`config.mk`:
```
export PLATFORM = sky130hd
export DESIGN_NAME = irq_group_agg
export DESIGN_NICKNAME = d
export VERILOG_FILES = /design/src/rtl/irq_agg_pkg.sv /design/src/rtl/irq_edge_sync.sv /design/src/rtl/irq_status_bank.sv /design/src/rtl/irq_reg_port.sv /design/src/rtl/irq_group_agg.sv
export SDC_FILE = /design/constraint.sdc
export NUM_CORES = 1
export LEC_CHECK = 0
export ABC_AREA = 1
export BUFFER_PORTS_ARGS = -buffer_cell sky130_fd_sc_hd__buf_4
export CORE_MARGIN = 2
export CORE_UTILIZATION = 53
export DETAILED_ROUTE_END_ITERATION = 12
export PLACE_DENSITY_LB_ADDON = 0.2
export SLEW_MARGIN = 10
export SYNTH_ARGS = -nofsm -noshare
export SYNTH_HDL_FRONTEND = slang
export SYNTH_SLANG_ARGS = --single-unit
```
`constraint.sdc`:
```
create_clock -name clk -period 1.1 [get_ports clk]
set_input_delay 0.055 -clock clk [delete_from_list [all_inputs] [get_ports clk]]
set_output_delay 0.055 -clock clk [all_outputs]
set_load 0.1 [all_outputs]
```
`src/rtl/irq_agg_pkg.sv`:
```
package irq_agg_pkg;

  // Address layout: [ADDR_W-1 -: KIND_W] selects the register kind,
  // the low GRP_IDX_W bits select the group.
  localparam int unsigned GRP_IDX_W = 3;
  localparam int unsigned KIND_W    = 2;
  localparam int unsigned ADDR_W    = KIND_W + GRP_IDX_W;

  typedef enum logic [KIND_W-1:0] {
    K_STAT = 2'd0,
    K_MASK = 2'd1,
    K_EDGE = 2'd2,
    K_SUMM = 2'd3
  } reg_kind_e;

  typedef struct packed {
    logic                 hit;
    reg_kind_e            kind;
    logic [GRP_IDX_W-1:0] grp;
  } reg_sel_t;

  // Status and mask exist for n_gpio GPIO groups plus the keyboard group,
  // edge select only for GPIO groups, summary only at group index 0.
  function automatic reg_sel_t decode_addr(input logic [ADDR_W-1:0] a,
                                           input int unsigned       n_gpio);
    reg_sel_t s;
    s.kind = reg_kind_e'(a[ADDR_W-1 -: KIND_W]);
    s.grp  = a[GRP_IDX_W-1:0];
    unique case (s.kind)
      K_STAT, K_MASK: s.hit = (32'(s.grp) <= n_gpio);
      K_EDGE:         s.hit = (32'(s.grp) <  n_gpio);
      default:        s.hit = (s.grp == '0);
    endcase
    return s;
  endfunction

endpackage

```
`src/rtl/irq_edge_sync.sv`:
```
module irq_edge_sync #(
  parameter int unsigned W = 8
) (
  input  logic         clk,
  input  logic         rst,
  input  logic [W-1:0] pin_i,
  input  logic         wr_edge_i,
  input  logic [W-1:0] wdata_i,
  output logic [W-1:0] edge_o,
  output logic [W-1:0] evt_o
);

  logic [W-1:0] meta_q;
  logic [W-1:0] sync_q;
  logic [W-1:0] prev_q;
  logic [W-1:0] fall_q;

  always_ff @(posedge clk) begin
    if (rst) begin
      meta_q <= '0;
      sync_q <= '0;
      prev_q <= '0;
      fall_q <= '0;
    end else begin
      meta_q <= pin_i;
      sync_q <= meta_q;
      prev_q <= sync_q;
      if (wr_edge_i) fall_q <= wdata_i;
    end
  end

  // Per-pin polarity choice: 0 = rising, 1 = falling.
  for (genvar i = 0; i < W; i++) begin : g_bit
    assign evt_o[i] = fall_q[i] ? (prev_q[i] & ~sync_q[i])
                                : (sync_q[i] & ~prev_q[i]);
  end

  assign edge_o = fall_q;

endmodule

```
`src/rtl/irq_status_bank.sv`:
```
module irq_status_bank #(
  parameter int unsigned W = 8
) (
  input  logic         clk,
  input  logic         rst,
  input  logic [W-1:0] evt_i,
  input  logic         wr_stat_i,
  input  logic         wr_mask_i,
  input  logic [W-1:0] wdata_i,
  output logic [W-1:0] stat_o,
  output logic [W-1:0] mask_o,
  output logic         act_o
);

  logic [W-1:0] stat_q;
  logic [W-1:0] mask_q;
  logic [W-1:0] clr;

  assign clr = wr_stat_i ? wdata_i : '0;

  always_ff @(posedge clk) begin
    if (rst) begin
      stat_q <= '0;
      mask_q <= '0;
    end else begin
      // A new event wins over a simultaneous clear.
      stat_q <= (stat_q & ~clr) | evt_i;
      if (wr_mask_i) mask_q <= wdata_i;
    end
  end

  assign stat_o = stat_q;
  assign mask_o = mask_q;
  assign act_o  = |(stat_q & mask_q);

endmodule

```
`src/rtl/irq_reg_port.sv`:
```
module irq_reg_port
  import irq_agg_pkg::*;
#(
  parameter int unsigned REG_W     = 8,
  parameter int unsigned GPIO_GRPS = 3,
  localparam int unsigned NGRP     = GPIO_GRPS + 1
) (
  input  logic                                 clk,
  input  logic                                 rst,
  input  logic                                 rd_en,
  input  logic [ADDR_W-1:0]                    addr,
  input  logic [NGRP-1:0][REG_W-1:0]           stat_g,
  input  logic [NGRP-1:0][REG_W-1:0]           mask_g,
  input  logic [GPIO_GRPS-1:0][REG_W-1:0]      edge_g,
  input  logic [NGRP-1:0]                      grp_act,
  output logic [REG_W-1:0]                     rd_data,
  output logic                                 rd_valid
);

  reg_sel_t         rsel;
  logic [REG_W-1:0] rmux;

  always_comb begin
    rsel = decode_addr(addr, GPIO_GRPS);
    rmux = '0;
    if (rsel.hit) begin
      unique case (rsel.kind)
        K_STAT: for (int g = 0; g < NGRP; g++)
                  if (rsel.grp == GRP_IDX_W'(g)) rmux = stat_g[g];
        K_MASK: for (int g = 0; g < NGRP; g++)
                  if (rsel.grp == GRP_IDX_W'(g)) rmux = mask_g[g];
        K_EDGE: for (int g = 0; g < GPIO_GRPS; g++)
                  if (rsel.grp == GRP_IDX_W'(g)) rmux = edge_g[g];
        default: rmux = REG_W'(grp_act);
      endcase
    end
  end

  always_ff @(posedge clk) begin
    if (rst) begin
      rd_data  <= '0;
      rd_valid <= 1'b0;
    end else begin
      rd_valid <= rd_en;
      if (rd_en) rd_data <= rmux;
    end
  end

endmodule

```
`src/rtl/irq_group_agg.sv`:
```
module irq_group_agg
  import irq_agg_pkg::*;
#(
  parameter int unsigned REG_W     = 8,
  parameter int unsigned GPIO_GRPS = 3,
  localparam int unsigned NGRP     = GPIO_GRPS + 1,
  localparam int unsigned NPIN     = GPIO_GRPS * REG_W
) (
  input  logic              clk,
  input  logic              rst,
  input  logic [NPIN-1:0]   gpio_in,
  input  logic [REG_W-1:0]  kbd_evt,
  input  logic              wr_en,
  input  logic              rd_en,
  input  logic [ADDR_W-1:0] addr,
  input  logic [REG_W-1:0]  wr_data,
  output logic [REG_W-1:0]  rd_data,
  output logic              rd_valid,
  output logic              irq_n
);

  logic [NGRP-1:0][REG_W-1:0]      stat_g;
  logic [NGRP-1:0][REG_W-1:0]      mask_g;
  logic [NGRP-1:0][REG_W-1:0]      evt_g;
  logic [GPIO_GRPS-1:0][REG_W-1:0] edge_g;
  logic [NGRP-1:0]                 grp_act;
  logic [NGRP-1:0]                 wr_stat;
  logic [NGRP-1:0]                 wr_mask;
  reg_sel_t                        wsel;

  // Flat views for the bound checker.
  logic [NGRP*REG_W-1:0] stat_all;
  logic [NGRP*REG_W-1:0] mask_all;
  logic [NGRP*REG_W-1:0] evt_all;

  assign wsel     = decode_addr(addr, GPIO_GRPS);
  assign stat_all = stat_g;
  assign mask_all = mask_g;
  assign evt_all  = evt_g;

  for (genvar g = 0; g < NGRP; g++) begin : g_grp
    assign wr_stat[g] = wr_en && wsel.hit && (wsel.kind == K_STAT)
                        && (wsel.grp == GRP_IDX_W'(g));
    assign wr_mask[g] = wr_en && wsel.hit && (wsel.kind == K_MASK)
                        && (wsel.grp == GRP_IDX_W'(g));

    if (g < GPIO_GRPS) begin : g_gpio
      logic wr_edge;
      assign wr_edge = wr_en && wsel.hit && (wsel.kind == K_EDGE)
                       && (wsel.grp == GRP_IDX_W'(g));
      irq_edge_sync #(.W(REG_W)) u_sync (
        .clk       (clk),
        .rst       (rst),
        .pin_i     (gpio_in[g*REG_W +: REG_W]),
        .wr_edge_i (wr_edge),
        .wdata_i   (wr_data),
        .edge_o    (edge_g[g]),
        .evt_o     (evt_g[g])
      );
    end else begin : g_kbd
      assign evt_g[g] = kbd_evt;
    end

    irq_status_bank #(.W(REG_W)) u_bank (
      .clk       (clk),
      .rst       (rst),
      .evt_i     (evt_g[g]),
      .wr_stat_i (wr_stat[g]),
      .wr_mask_i (wr_mask[g]),
      .wdata_i   (wr_data),
      .stat_o    (stat_g[g]),
      .mask_o    (mask_g[g]),
      .act_o     (grp_act[g])
    );
  end

  irq_reg_port #(.REG_W(REG_W), .GPIO_GRPS(GPIO_GRPS)) u_port (
    .clk      (clk),
    .rst      (rst),
    .rd_en    (rd_en),
    .addr     (addr),
    .stat_g   (stat_g),
    .mask_g   (mask_g),
    .edge_g   (edge_g),
    .grp_act  (grp_act),
    .rd_data  (rd_data),
    .rd_valid (rd_valid)
  );

  always_ff @(posedge clk) begin
    if (rst) irq_n <= 1'b1;
    else     irq_n <= ~(|grp_act);
  end

endmodule

```
Yosys cells after proc, flatten, opt, wreduce, memory -nomap -nowiden:

Index checks and enable logic that the tools add are counted.
Widths: inputs -> output; s select.

* magnitude comparators: 2
* equal/unequal tests: 5
* mux-type cells: 42
* bitwise gates (word level): 113
* reduce and logical (&&, ||, !) cells: 23

Operators by type and width (count)
* $mux 8: 16
* $and 8x8->8: 8
* $not 1->1: 49
* $and 1x1->1: 48
* $not 8->8: 4
* $or 8x8->8: 4
* $reduce_or 32->1: 1
* $reduce_or 8->1: 4
* $mux 1: 24
* $pmux 8 s3: 1
* $logic_and 1x1->1: 15
* $eq 3x2->1 const B: 2
* $eq 3x1->1 const B: 1
* $le 3x2->1 const B: 1
* $logic_not 3->1: 1
* $lt 3x2->1 const B: 1
* $eq 2x1->1 const B: 1
* $eq 2x2->1 const B: 1
* $logic_not 2->1: 1
* $pmux 1 s2: 1
* $reduce_or 2->1: 1

* bits in registers: 170
* input bits: 49
* output and inout bits: 10
* logic and storage cells: 208

Longest topological paths before layout:

* depth after elaboration: 10
* gate-level depth with buffers: 10
* mapped depth without buffers: 9

Modules after synthesis:

Synthesis repeated with hierarchy kept, for this count alone.

* cell total of the unflattened synthesis: 1170
* area total of the unflattened synthesis: 7977.7 um2

By module, submodules not included
* irq_edge_sync: times used 3, cells an instance 166, area an instance 1196.1 um2, seq. area each 640.6 um2
* irq_status_bank: times used 4, cells an instance 92, area an instance 713.2 um2, seq. area each 320.3 um2
* irq_reg_port: times used 1, cells an instance 268, area an instance 1357.6 um2, seq. area each 180.2 um2
* irq_group_agg: times used 1, cells an instance 36, area an instance 178.9 um2, seq. area each 20.0 um2

Least setup slack after synthesis:

OpenSTA, ideal clock, no wires.

* kind: reg-to-reg
* start: register u_port.rd_data[0] (netlist name)
* end: register u_port.rd_data[0]
* library setup time: 0.070 ns
* arrival: 1.178 ns
* data required time: 1.030 ns
* path slack: -0.149 ns
* stages on the path, launching flop included: 3
* path buffers: 0
* clock period less this slack: 1.249 ns
* path through: dfxtp_1 nand2_1 a21oi_1

RTL lines
* end signal, assigned: RTL line irq_reg_port.sv:45 `if (rd_en) rd_data <= rmux;`
* end, declared: RTL line irq_reg_port.sv:16 `output logic [REG_W-1:0] rd_data,`

Final worst setup path:

* start: register g_grp[0].u_bank.mask_q[7]
* end: register u_port.rd_data[7]

* word-level cells in the longest chain between the ends: 6

Ends and longest elaborated chain
* start, declared: RTL line irq_status_bank.sv:16 `logic [W-1:0] mask_q;`
* start signal, assigned: RTL line irq_status_bank.sv:28 `if (wr_mask_i) mask_q <= wdata_i;`
* $mux 8 (4 in series): RTL line irq_reg_port.sv:31 `if (rsel.grp == GRP_IDX_W'(g)) rmux = mask_g[g];`
* $pmux 8 s3: RTL line irq_reg_port.sv:27 `unique case (rsel.kind)`
* $mux 8: RTL line irq_reg_port.sv:26 `if (rsel.hit) begin`

No other way between the ends.
A chain may end at the register's enable or synchronous reset.

==> metrics.md <==
| Metric | Value |
|---|---|
| Initial antenna violation count | `0` |
| Gpl congestion | `0.960` |
| Outcome | `complete, but fails checks` |
| DR DRC count | `0` |
| DR WL/cell | `14.9 um` |
| CTS tree | `yes` |
| Worst VDD drop | `1020 uV` |
| Area added between synthesis and finish | `31.3%` |
| Sink Count | `170` |
| Crit. End Element | `flip-flop` |
| Crit Path Class | `reg -> reg` |
| Syn Nets | `1092` |
| CTS root buf | `clkbuf_16` |
| Share of the synthesized area in the top cell type | `47.0%` |
| Antenna Nets Post-Route | `0` |
| Cell count after synthesis | `1043` |
| Worst path slowest cell | `dfxtp_2` |
| WP data arrival | `1.45 ns` |
| Ys flop type | `dfxtp_1` |
| Max Used Layer | `met4` |
| First-pass GRT wire length | `32500 um` |
| Startpoint Class | `flip-flop` |
| First drt pass iteration count | `6` |
| WL met1 | `9150 um` |
| Seq/Total Area, Yosys | `47.0%` |
| Minimum clock period | `1.14 ns` |
| Violated checks | `negative hold slack, negative setup slack` |
| Synth unique cells | `26` |
| Most frequent cells in the layout | `nor2_1, nand2_1, inv_1, dfxtp_1, buf_4` |
| Setup ws final | `-0.0413 ns` |
| Row count | `42` |
| Initial Util | `54.5%` |
| CTS Buf Count | `17` |
| Clk slew on worst S/H paths | `0.07 ns` |
| IO buf count | `58` |
| Max-cap viol count | `0` |
| Period utilization | `104%` |
| Final net count | `1242` |
| Vias in the first global route | `6416` |
| Pwr Density | `1470 nW/um^2` |
| Fmax | `0.876 GHz` |
| Mapped Avg Cell Area | `6.95 um^2` |
| Via count | `6964` |
| EDFF count, synth | `0` |
| # diodes | `0` |
| Least-Margin Pin Slew | `0.299 ns` |
| Largest area contributor in the netlist | `dfxtp_1` |
| Hold crit path type | `in -> reg` |
| Synthesized flop and latch total | `170` |
| Top Ports | `59` |
| Slew headroom | `80.0%` |
| Die X | `121 um` |
| Worst Path Max Fanout | `3` |
| Clock Path Buffers | `2` |
| Placement Setup Slack | `-0.239 ns` |
| Core area | `13300 um^2` |
| Worst stage delay on the critical path | `0.34 ns` |
| CP Cell Sequence | `or2_4 -> o211ai_1 -> nand2_1 -> nand2_1 -> nand3_1 -> nand2_1 -> a21oi_1` |
| Hold_ws | `-0.0604 ns` |
| Final wirelength | `20600 um` |
| Clock skew | `0.00535 ns` |
| CTS Hold Bufs | `34` |
| Final design utilization | `71.6%` |
| RSZ-0062 raised after global routing | `yes` |
| Die area | `14600 um^2` |
| Asr flop ratio synth | `0%` |
| H-tree depth | `4` |
| Clock insertion delay at the later pin of the skew report | `0.43 ns` |
| Worst path required time | `1.41 ns` |
| Routed length on met2 | `9670 um` |
| Largest net degree at the start of global routing | `58` |
| Commonest non-fill, non-tap cell in the layout | `nor2_1` |
| GR Util All Layers | `29.0%` |
| Leak | `4.26 nW` |
| Overflow after GRT | `0` |
| Die height | `121 um` |
| DPL Wire Length | `14100 um` |
| Final setup fails | `3` |
| Final max-slew violation count | `0` |
| Layout cells sized above 1 | `24.3%` |
| WL met3 | `1380 um` |
| Final Hold Fails | `4` |
| Worst path most repeated cell | `nand2_1` |
| Initial drt markers | `739` |
| DR vias/cell | `5.04` |
| Synthesized cell area | `7250 um^2` |
| Yosys warnings | `0` |
| Ranking of synthesized cells by area | `dfxtp_1, nor2_1, nand2_1` |
==> repair_timing <==
item,CTS,global route
gates resized for setup,24,67
setup endpoints to repair,18,23
pin swaps,12,29
setup buffers,0,3
endpoints found under the hold margin,40,4
==> Yosys cell counts (3+ instances only) <==
master / count
o21ai_0: 71
nor2_4: 11
buf_2: 13
or2_2: 18
a21oi_1: 60
nor2_1: 219
clkbuf_1: 21
o21ai_1: 28
nand2_1: 192
inv_1: 132
nand2_2: 3
nand4_4: 3
dfxtp_1: 170
nand3_1: 66
inv_2: 13
nand4_1: 9
==> metrics by stage <==
step	instance area, um^2	cells	power (mW)	TNS [ns]	hold WS (ns)
6_report	9510	1382	14.0	-0.0936	-0.0604
5_1_grt	9510	1382	14.4	-0.584	-0.0599
4_1_cts	9370	1379	14.0	-0.0847	-0.0718
3_5_place_dp	8370	1313	7.81	-14.59	0.261
3_3_place_gp	8370	1313	7.80	-11.68	0.253
2_1_floorplan	7280	1043	7.28	-0.0391	0.162
==> layout make-up <==
| class | count | area (um^2) |
|---|---|---|
| Timing Repair Buffer | 169 | 1450 |
| Inverter | 148 | 561 |
| Multi-Input combinational cell | 687 | 3210 |
| Fill cell | 1085 | 3780 |
| Tap cell | 176 | 220 |
| Clock inverter | 13 | 156 |
| Sequential cell | 170 | 3460 |
| Clock buffer | 19 | 453 |
==> metal layers <==
| layer | track usage (%) | vias to the layer above |
|---|---|---|
| met5 | 0 | - |
| met4 | 10.5 | 0 |
| met3 | 4.56 | 35 |
| met2 | 47.1 | 246 |
| met1 | 39.0 | 3145 |
| li1 | - | 3538 |
==> critical path, delay by kind of cell, from the launching register on <==
| family | cells | cell delay [ns] |
|---|---|---|
| AO/OA/AOI/OAI | 2 | 0.14 |
| AND/OR/NAND/NOR | 5 | 0.54 |
| flip-flops | 1 | 0.34 |
==> sequential cells by signal, indices dropped and copies added (netlist names) <==
signal,cells
g_grp.g_gpio.u_sync.meta_q,24
g_grp.g_gpio.u_sync.edge_o,24
u_port.rd_valid,1
u_port.rd_data,8
g_grp.u_bank.mask_o,32
g_grp.g_gpio.u_sync.prev_q,24
irq_n,1
g_grp.u_bank.stat_o,32
g_grp.g_gpio.u_sync.sync_q,24
==> logic make-up after synthesis <==
| kind of cell | share of synthesized area (%) |
|---|---|
| buffers and inverters | 10.1 |
| AND/OR/NAND/NOR | 31.5 |
| flip-flops | 47.0 |
| AO/OA/AOI/OAI | 11.4 |
==> where the power goes <==
group	switching, mW	internal (mW)
Clock	2.59	3.53
Sequential	0.117	6.36
Combinational	0.803	0.576
==> path summary, 6_finish.rpt <==
| check | from | slack (ns) | to | depth (start not counted) |
|---|---|---|---|---|
| worst max-delay path | g_grp[0].u_bank.mask_o[7] | -0.04 | u_port.rd_data[7] | 7 |
| worst min-delay path | rd_en | -0.06 | u_port.rd_data[7] | 3 |
| worst max register to register | g_grp[0].u_bank.mask_o[7] | -0.04 | u_port.rd_data[7] | 7 |
| worst min register to register | g_grp[1].g_gpio.u_sync.meta_q[5] | 0.40 | g_grp[1].g_gpio.u_sync.sync_q[5] | 2 |
Note: power is estimated with default switching activity, not from simulation.
